==> config.mk <==
export PLATFORM = sky130hd
export DESIGN_NAME = spi_flash_reader
export DESIGN_NICKNAME = d
export VERILOG_FILES = /design/src/rtl/spi_rd_pkg.sv /design/src/rtl/spi_mode0_shifter.sv /design/src/rtl/rd_out_slot.sv /design/src/rtl/spi_flash_reader.sv
export SDC_FILE = /design/constraint.sdc
export NUM_CORES = 1
export LEC_CHECK = 0
export ABC_AREA = 1
export BUFFER_PORTS_ARGS = -buffer_cell sky130_fd_sc_hd__buf_2
export CAP_MARGIN = 20
export CORE_MARGIN = 5
export CORE_UTILIZATION = 25
export CTS_CLUSTER_SIZE = 40
export DETAILED_ROUTE_END_ITERATION = 12
export PLACE_DENSITY = 0.49
export SETUP_SLACK_MARGIN = 0.2
export SYNTH_ARGS = -nofsm -noshare
export SYNTH_HDL_FRONTEND = slang
export SYNTH_SLANG_ARGS = --single-unit
export TNS_END_PERCENT = 1
==> constraint.sdc <==
create_clock -name clk -period 3.8 [get_ports clk]
set_input_delay 1.14 -clock clk [delete_from_list [all_inputs] [get_ports clk]]
set_output_delay 1.14 -clock clk [all_outputs]
set_load 0.02 [all_outputs]
==> src/rtl/spi_rd_pkg.sv <==
package spi_rd_pkg;

  typedef enum logic {
    SEQ_IDLE = 1'b0,
    SEQ_RUN  = 1'b1
  } seq_state_e;

  localparam logic [7:0] READ_OP   = 8'h03;
  localparam logic [7:0] FILL_BYTE = 8'h00;
  localparam int         CMD_BYTES = 4;

endpackage

==> src/rtl/spi_mode0_shifter.sv <==
module spi_mode0_shifter #(
  parameter int DIV_W = 4
) (
  input  logic             clk,
  input  logic             rst_n,
  input  logic             go,
  input  logic [7:0]       tx_byte,
  input  logic [DIV_W-1:0] div,
  input  logic             miso,
  output logic             sclk,
  output logic             mosi,
  output logic [7:0]       rx_byte,
  output logic             rx_done
);

  logic             active_q, active_d;
  logic             sclk_q, sclk_d;
  logic             done_q, done_d;
  logic [DIV_W-1:0] tick_q, tick_d;
  logic [2:0]       bit_q, bit_d;
  logic [7:0]       tx_q, tx_d;
  logic [7:0]       rx_q, rx_d;
  logic             half;

  assign half = (tick_q == div);

  always_comb begin
    active_d = active_q;
    sclk_d   = sclk_q;
    tick_d   = tick_q;
    bit_d    = bit_q;
    tx_d     = tx_q;
    rx_d     = rx_q;
    done_d   = 1'b0;
    if (go) begin
      active_d = 1'b1;
      sclk_d   = 1'b0;
      tick_d   = '0;
      bit_d    = '0;
      tx_d     = tx_byte;
    end else if (active_q) begin
      if (half) begin
        tick_d = '0;
        if (!sclk_q) begin
          sclk_d = 1'b1;
          rx_d   = {rx_q[6:0], miso};
        end else begin
          sclk_d = 1'b0;
          if (bit_q == 3'd7) begin
            active_d = 1'b0;
            done_d   = 1'b1;
          end else begin
            bit_d = bit_q + 3'd1;
            tx_d  = {tx_q[6:0], 1'b0};
          end
        end
      end else begin
        tick_d = tick_q + 1'b1;
      end
    end
  end

  always_ff @(posedge clk or negedge rst_n) begin
    if (!rst_n) begin
      active_q <= 1'b0;
      sclk_q   <= 1'b0;
      done_q   <= 1'b0;
      tick_q   <= '0;
      bit_q    <= '0;
      tx_q     <= '0;
      rx_q     <= '0;
    end else begin
      active_q <= active_d;
      sclk_q   <= sclk_d;
      done_q   <= done_d;
      tick_q   <= tick_d;
      bit_q    <= bit_d;
      tx_q     <= tx_d;
      rx_q     <= rx_d;
    end
  end

  assign sclk    = sclk_q;
  assign mosi    = tx_q[7];
  assign rx_byte = rx_q;
  assign rx_done = done_q;

endmodule

==> src/rtl/rd_out_slot.sv <==
module rd_out_slot (
  input  logic       clk,
  input  logic       rst_n,
  input  logic       wr,
  input  logic [7:0] wdata,
  output logic       full,
  output logic       out_valid,
  input  logic       out_ready,
  output logic [7:0] out_data
);

  logic       full_q, full_d;
  logic [7:0] data_q, data_d;

  always_comb begin
    full_d = full_q;
    data_d = data_q;
    if (wr) begin
      full_d = 1'b1;
      data_d = wdata;
    end else if (full_q && out_ready) begin
      full_d = 1'b0;
    end
  end

  always_ff @(posedge clk or negedge rst_n) begin
    if (!rst_n) begin
      full_q <= 1'b0;
      data_q <= '0;
    end else begin
      full_q <= full_d;
      data_q <= data_d;
    end
  end

  assign full      = full_q;
  assign out_valid = full_q;
  assign out_data  = data_q;

endmodule

==> src/rtl/spi_flash_reader.sv <==
module spi_flash_reader
  import spi_rd_pkg::*;
#(
  parameter int LEN_W = 16,
  parameter int DIV_W = 4
) (
  input  logic             clk,
  input  logic             rst_n,
  input  logic             req_valid,
  output logic             req_ready,
  input  logic [23:0]      req_addr,
  input  logic [LEN_W-1:0] req_len,
  input  logic [DIV_W-1:0] sclk_div,
  output logic             spi_cs_n,
  output logic             spi_sclk,
  output logic             spi_mosi,
  input  logic             spi_miso,
  output logic             dout_valid,
  input  logic             dout_ready,
  output logic [7:0]       dout_data,
  output logic             done
);

  localparam int CNT_W = LEN_W + 1;
  localparam logic [CNT_W-1:0] CMD_CNT = CNT_W'(CMD_BYTES);

  seq_state_e       state_q, state_d;
  logic             cs_n_q, cs_n_d;
  logic             done_q, done_d;
  logic [23:0]      addr_q, addr_d;
  logic [DIV_W-1:0] div_q, div_d;
  logic [CNT_W-1:0] total_q, total_d;
  logic [CNT_W-1:0] tx_cnt_q, tx_cnt_d;
  logic [CNT_W-1:0] rx_cnt_q, rx_cnt_d;

  logic       launch, finish, rx_fill, slot_full, rx_done;
  logic [7:0] tx_byte, rx_byte;
  logic [1:0] cmd_idx;

  assign req_ready = (state_q == SEQ_IDLE);
  assign cmd_idx   = tx_cnt_q[1:0];
  assign launch    = (state_q == SEQ_RUN) && (tx_cnt_q == rx_cnt_q) &&
                     (tx_cnt_q < total_q) &&
                     ((tx_cnt_q < CMD_CNT) || !slot_full);
  assign finish    = (state_q == SEQ_RUN) && (rx_cnt_q == total_q);
  assign rx_fill   = rx_done && (rx_cnt_q >= CMD_CNT);

  always_comb begin
    tx_byte = FILL_BYTE;
    if (tx_cnt_q < CMD_CNT) begin
      case (cmd_idx)
        2'd0:    tx_byte = READ_OP;
        2'd1:    tx_byte = addr_q[23:16];
        2'd2:    tx_byte = addr_q[15:8];
        default: tx_byte = addr_q[7:0];
      endcase
    end
  end

  always_comb begin
    state_d  = state_q;
    cs_n_d   = cs_n_q;
    done_d   = 1'b0;
    addr_d   = addr_q;
    div_d    = div_q;
    total_d  = total_q;
    tx_cnt_d = tx_cnt_q;
    rx_cnt_d = rx_cnt_q;
    case (state_q)
      SEQ_IDLE: begin
        if (req_valid) begin
          if (req_len == '0) begin
            done_d = 1'b1;
          end else begin
            state_d  = SEQ_RUN;
            cs_n_d   = 1'b0;
            addr_d   = req_addr;
            div_d    = sclk_div;
            total_d  = CNT_W'(req_len) + CMD_CNT;
            tx_cnt_d = '0;
            rx_cnt_d = '0;
          end
        end
      end
      default: begin
        if (launch)  tx_cnt_d = tx_cnt_q + 1'b1;
        if (rx_done) rx_cnt_d = rx_cnt_q + 1'b1;
        if (finish) begin
          state_d = SEQ_IDLE;
          cs_n_d  = 1'b1;
          done_d  = 1'b1;
        end
      end
    endcase
  end

  always_ff @(posedge clk or negedge rst_n) begin
    if (!rst_n) begin
      state_q  <= SEQ_IDLE;
      cs_n_q   <= 1'b1;
      done_q   <= 1'b0;
      addr_q   <= '0;
      div_q    <= '0;
      total_q  <= '0;
      tx_cnt_q <= '0;
      rx_cnt_q <= '0;
    end else begin
      state_q  <= state_d;
      cs_n_q   <= cs_n_d;
      done_q   <= done_d;
      addr_q   <= addr_d;
      div_q    <= div_d;
      total_q  <= total_d;
      tx_cnt_q <= tx_cnt_d;
      rx_cnt_q <= rx_cnt_d;
    end
  end

  spi_mode0_shifter #(.DIV_W(DIV_W)) u_shift (
    .clk     (clk),
    .rst_n   (rst_n),
    .go      (launch),
    .tx_byte (tx_byte),
    .div     (div_q),
    .miso    (spi_miso),
    .sclk    (spi_sclk),
    .mosi    (spi_mosi),
    .rx_byte (rx_byte),
    .rx_done (rx_done)
  );

  rd_out_slot u_slot (
    .clk       (clk),
    .rst_n     (rst_n),
    .wr        (rx_fill),
    .wdata     (rx_byte),
    .full      (slot_full),
    .out_valid (dout_valid),
    .out_ready (dout_ready),
    .out_data  (dout_data)
  );

  assign spi_cs_n = cs_n_q;
  assign done     = done_q;

endmodule

### Word-level counts from Yosys, hierarchy flattened

Index checks and enable logic that the tools add are counted.
W data, S select, Z words.

| operators by class | value |
|---|---|
| $add $sub $neg | 5 |
| $lt $le $gt $ge | 3 |
| equality and inequality tests | 11 |
| muxes and demuxes | 49 |
| bitwise logic cells | 4 |
| reduce and logical (&&, ||, !) cells | 22 |

Operator list:

| kind | count |
|---|---|
| $mux W17 | 6 |
| $mux W8 | 6 |
| $add A17 B1 Y17 const B | 2 |
| $eq A17 B17 Y1 | 2 |
| $mux W1 | 28 |
| $pmux W8 S3 | 1 |
| $add A16 B3 Y17 const B | 1 |
| $ge A17 B3 Y1 const B | 1 |
| $lt A17 B17 Y1 | 1 |
| $lt A17 B3 Y1 const B | 1 |
| $logic_not A16 Y1 | 1 |
| $mux W3 | 5 |
| $mux W4 | 3 |
| $reduce_and A3 Y1 | 4 |
| $reduce_bool A2 Y1 | 5 |
| $reduce_and A4 Y1 | 2 |
| $logic_and A1 B1 Y1 | 6 |
| $ne A2 B1 Y1 const B | 3 |
| $add A4 B1 Y4 const B | 1 |
| $eq A4 B4 Y1 | 1 |
| $ne A2 B2 Y1 const B | 2 |
| $not A1 Y1 | 4 |
| $add A3 B1 Y3 const B | 1 |
| $eq A3 B3 Y1 const B | 1 |
| 6 further kinds | 6 |

| word-level totals | value |
|---|---|
| flip-flop bits (word level) | 117 |
| input port bits | 49 |
| output and inout port bits | 14 |
| word-level logic and storage cells | 111 |

### Logic depth before layout (Yosys ltp)

| logic depth | value |
|---|---|
| depth in word-level cells | 6 |
| gate-level depth with buffers | 14 |
| depth with buffers taken out | 14 |

### Modules after synthesis

A second synthesis with hierarchy kept.

| unflattened totals | value |
|---|---|
| cell total of the unflattened synthesis | 1023 |
| area total of the unflattened synthesis | 7380.8 um2 |

By module, submodules not included:

| module | instances | cells each | area an instance (um2) | seq. area each (um2) |
|---|---|---|---|---|
| spi_flash_reader | 1 | 816 | 5652.9 | 2053.2 |
| spi_mode0_shifter | 1 | 168 | 1378.8 | 650.6 |
| rd_out_slot | 1 | 39 | 349.1 | 225.2 |

### Least setup slack after synthesis

OpenSTA, ideal clock, no wires.

| timing path | value |
|---|---|
| path type | input port to flip-flop |
| start point | input req_len[2] |
| end point | register addr_q[16] |
| setup time | 0.132 ns |
| data arrival time | 2.393 ns |
| data required time | 3.668 ns |
| slack | 1.275 ns |
| cell stages on the path | 10 |
| buffers on the path | 1 |
| path through | inv_1 -> ha_1 -> inv_1 -> nor4_1 -> nand4_1 -> nand2_2 -> clkinv_1 -> clkbuf_1 -> nand2_1 -> o21ai_0 |

| between the ends | value |
|---|---|
| cells in the longest elaborated chain, start to end | 3 |

RTL lines:

| what | RTL line | text |
|---|---|---|
| from (decl) | spi_flash_reader.sv:12 | `input logic [LEN_W-1:0] req_len,` |
| $logic_not A16 Y1 | spi_flash_reader.sv:72 | `if (req_len == '0) begin` |
| $not A1 Y1 (no line) | -- |  |
| $reduce_and A3 Y1 (no line) | -- |  |
| to (signal assigned) | spi_flash_reader.sv:111 | `addr_q <= addr_d;` |
| to (decl) | spi_flash_reader.sv:30 | `logic [23:0] addr_q, addr_d;` |

Every way passes these cells.
A chain may end at the register's enable or synchronous reset.

### Worst setup path after layout

| timing path | value |
|---|---|
| start point | input req_len[2] |
| end point | register rx_cnt_q[10] |

| between the ends | value |
|---|---|
| cells in the longest elaborated chain, start to end | 3 |

RTL lines:

| what | RTL line | text |
|---|---|---|
| $logic_not A16 Y1 | spi_flash_reader.sv:72 |  |
| $ne A2 B2 Y1 (no line) | -- |  |
| $reduce_and A3 Y1 (no line) | -- |  |
| to (signal assigned) | spi_flash_reader.sv:115 | `rx_cnt_q <= rx_cnt_d;` |
| to (decl) | spi_flash_reader.sv:34 | `logic [CNT_W-1:0] rx_cnt_q, rx_cnt_d;` |

Every way passes these cells.

==> results.toml <==
[critical_path]
path_buf_inv = 4
slowest_delay_ns = 0.47
crit_path_start_kind = "input port"
cp_common_cell = "inv_1"
critPathArrivalTime_ns = 3.21
timing.rr.end = "u_shift.rx_byte[6]"
crit_fanout = 22
worstPathCellList = "buf_2, inv_1, ha_1, inv_1, nor4_1, nand4_1, nand2_2, nand2_1, inv_1, nand2_1, o21ai_0"
ff2ff_setup_slack_ns = 1.34
cp_slowest_cell = "nand2_1"
critPathRequiredTime_ns = 4.14
crit_type = "input port to flop"
r2r_cells = 10
path_delay_family = "simple AND/OR/NAND/NOR gates"
endpoint_kind = "flop"
r2r-start = "tx_cnt_q[16]"

[cts]
clockBufferDepth = 2
cts_resized = 0
clock-root-buffer = "clkbuf_16"
cts_tree = "yes"
cts_buffers = 17
cts_sinks = 117
cts_setup_buffers = 0
htreeDepth = 4
cts_hold_buffers = 0
clk_latency_ns = 0.42
path_clk_slew_ns = 0.06

[floorplanning]
core.rowCount = 62
die_h_um = 180
dieArea_sq_um = 32500
ioPinCount = 63
die_x_um = 180
coreArea_sq_um = 28600
start_util = 0.253

[yosys]
postSynthNetCount = 1077
syn_area_sq_um = 7240
syn_area_per_cell_sq_um = 7.24
synth-async-reset-ratio = 1.00
synth_top_cell_by_area = "dfrtp_1"
synth.distinct_cells = 41
synth-seq-cells = 117
synthCells = 1001
synth_area_leaders = "dfrtp_1 (40%), nand2_1 (18%), nand3_1 (5.5%)"
seq_area_frac_synth = 0.404
ys.flop_type = "dfrtp_1"
synth-edff-count = 0
synth_top_area_frac = 0.401
yosys_warnings = 0

[layout]
drive_above_1_share = 0.115
fin_nets = 1128
syn_to_final_growth_pct = 17.3
antenna_cells = 0
final_cell_mix = "nand2_1 (351), dfrtp_1 (116), nor2_1 (85), inv_1 (84), nand3_1 (79)"
fillers = 3112
layoutNonFillerInstCount = 1449
final_common_cell = "nand2_1"
final_area_sq_um = 8500
final_core_util = 0.297

[placed_design]
place_area_sq_um = 7890
dp_cells = 1417
gp_congestion = 0.869
port-buffer-count = 62
dpl.hpwl_um = 15500

[timing]
fin_skew_ns = 0.0125
fmax_mhz = 348
drv_slew = 0
tightestPinTransition_ns = 0.704
hold_slack_ns = 0.468
relSlewSlack = 0.526
fin_setup_tns_ns = 0
finalSetupViolCount = 0
fin_crit_ns = 2.87
rsz0062_at_grt = "false"
finalCritPeriodShare = 0.756
final_hold_viol_count = 0

[drt]
detail-route-antenna-nets = 0
drtIter0Drc = 407
via_per_inst = 4.54
drcViolationCount = 0
num_vias = 6583
drt_wl_total_um = 21300
wire_per_inst_um = 14.7
drt-pass1-iter-count = 5

[min_path]
hold_start = "u_slot.out_data[0]"
min_to = "u_slot.out_data[0]"
hold_path.class = "flop to flop"
hold_depth = 2

[global_routing]
antenna_found_initial = 0
grt_pass1_vias = 6554
grt_pass1_wl_um = 35400
grt_overflow_total = 0
track_usage = 0.132
grt_max_degree = 77

[run]
maxCapViolCount = 0

[status]
status = "finished clean"

[power_and_ir_drop]
irDropWorstVdd_v = 0.000234
p_leak_nw = 4.32
power_density_nw_per_um2 = 368
[where the power goes]
group	internal, mW	switching [mW]
Clock	1.00	0.694
Sequential	1.27	0.0213
Combinational	0.0553	0.0873
[cells in the mapped netlist (4+ instances only)]
cell / number
xnor2_1: 17
buf_2: 11
nor3_1: 21
buf_4: 4
inv_2: 8
inv_1: 84
o21ai_0: 51
ha_1: 27
nand4_1: 30
o22ai_1: 4
nand2_1: 351
a21oi_1: 24
nand3b_1: 4
xor2_1: 29
nor4_1: 10
dfrtp_1: 116
clkbuf_1: 12
nand3_1: 79
nor2_1: 85
[stage by stage]
stage	setup slack, ns	power [mW]
3_3_place_gp	0.548	1.46
2_1_floorplan	1.28	1.38
5_1_grt	0.608	3.25
4_1_cts	0.915	3.18
6_report	0.929	3.13
3_5_place_dp	0.485	1.46
[cells by family after synthesis]
group | synth area share
buffers and inverters | 0.0755
AND/OR/NAND/NOR | 0.357
AO/OA/AOI/OAI | 0.0610
adder cells (fa/ha/maj) | 0.0466
XOR/XNOR | 0.0556
flip-flops | 0.404
[layer usage]
| layer | track usage | up-vias | wire length (um) |
|---|---|---|---|
| met4 | 0.0457 | 0 | 383 |
| met1 | 0.191 | 3050 | 10800 |
| met2 | 0.200 | 164 | 9180 |
| met3 | 0.0214 | 34 | 879 |
| li1 | - | 3335 | - |
| met5 | 0 | - | 0 |
[worst register-to-register path, cell delays in order, from the launching register on]
cell     delay [ns]
dfrtp_1        0.47
ha_1           0.35
nand2_1        0.06
nor2_1         0.20
nand4_1        0.23
inv_1          0.16
nand2_2        0.19
nand2_8        0.32
nand2_2        0.22
nand2_1        0.11
nand2_1        0.05
[sequential cells by signal, indices dropped and copies added (netlist names), 3 cells and up]
name / cells
addr_q: 24
rx_cnt_q: 17
total_q: 17
tx_cnt_q: 17
u_shift.rx_byte: 8
u_shift.tx_q: 8
u_slot.out_data: 8
div_q: 4
u_shift.tick_q: 4
u_shift.bit_q: 3
[worst max-delay path by stage]
stage	startpoint	to	slack, ns	cells past startpoint
floorplan	req_len[2]	addr_q[16]	1.28	10
CTS	req_len[2]	rx_cnt_q[10]	0.91	11
global route	req_len[2]	rx_cnt_q[0]	0.61	11
global placement	req_len[2]	rx_cnt_q[14]	0.55	10
detailed placement	req_len[2]	rx_cnt_q[10]	0.48	11
finish	req_len[2]	rx_cnt_q[10]	0.93	11
[area by class of cell]
cell class	count	area, sq um	area share
multi-input cells	756	3770	0.443
clock buffers	17	425	0.0501
inverters	93	349	0.0411
well taps	384	480	0.0565
clock inverters	15	184	0.0216
repair buffers	67	363	0.0427
flip-flops and latches	117	2930	0.345
Note: power is estimated with default switching activity, not from simulation.
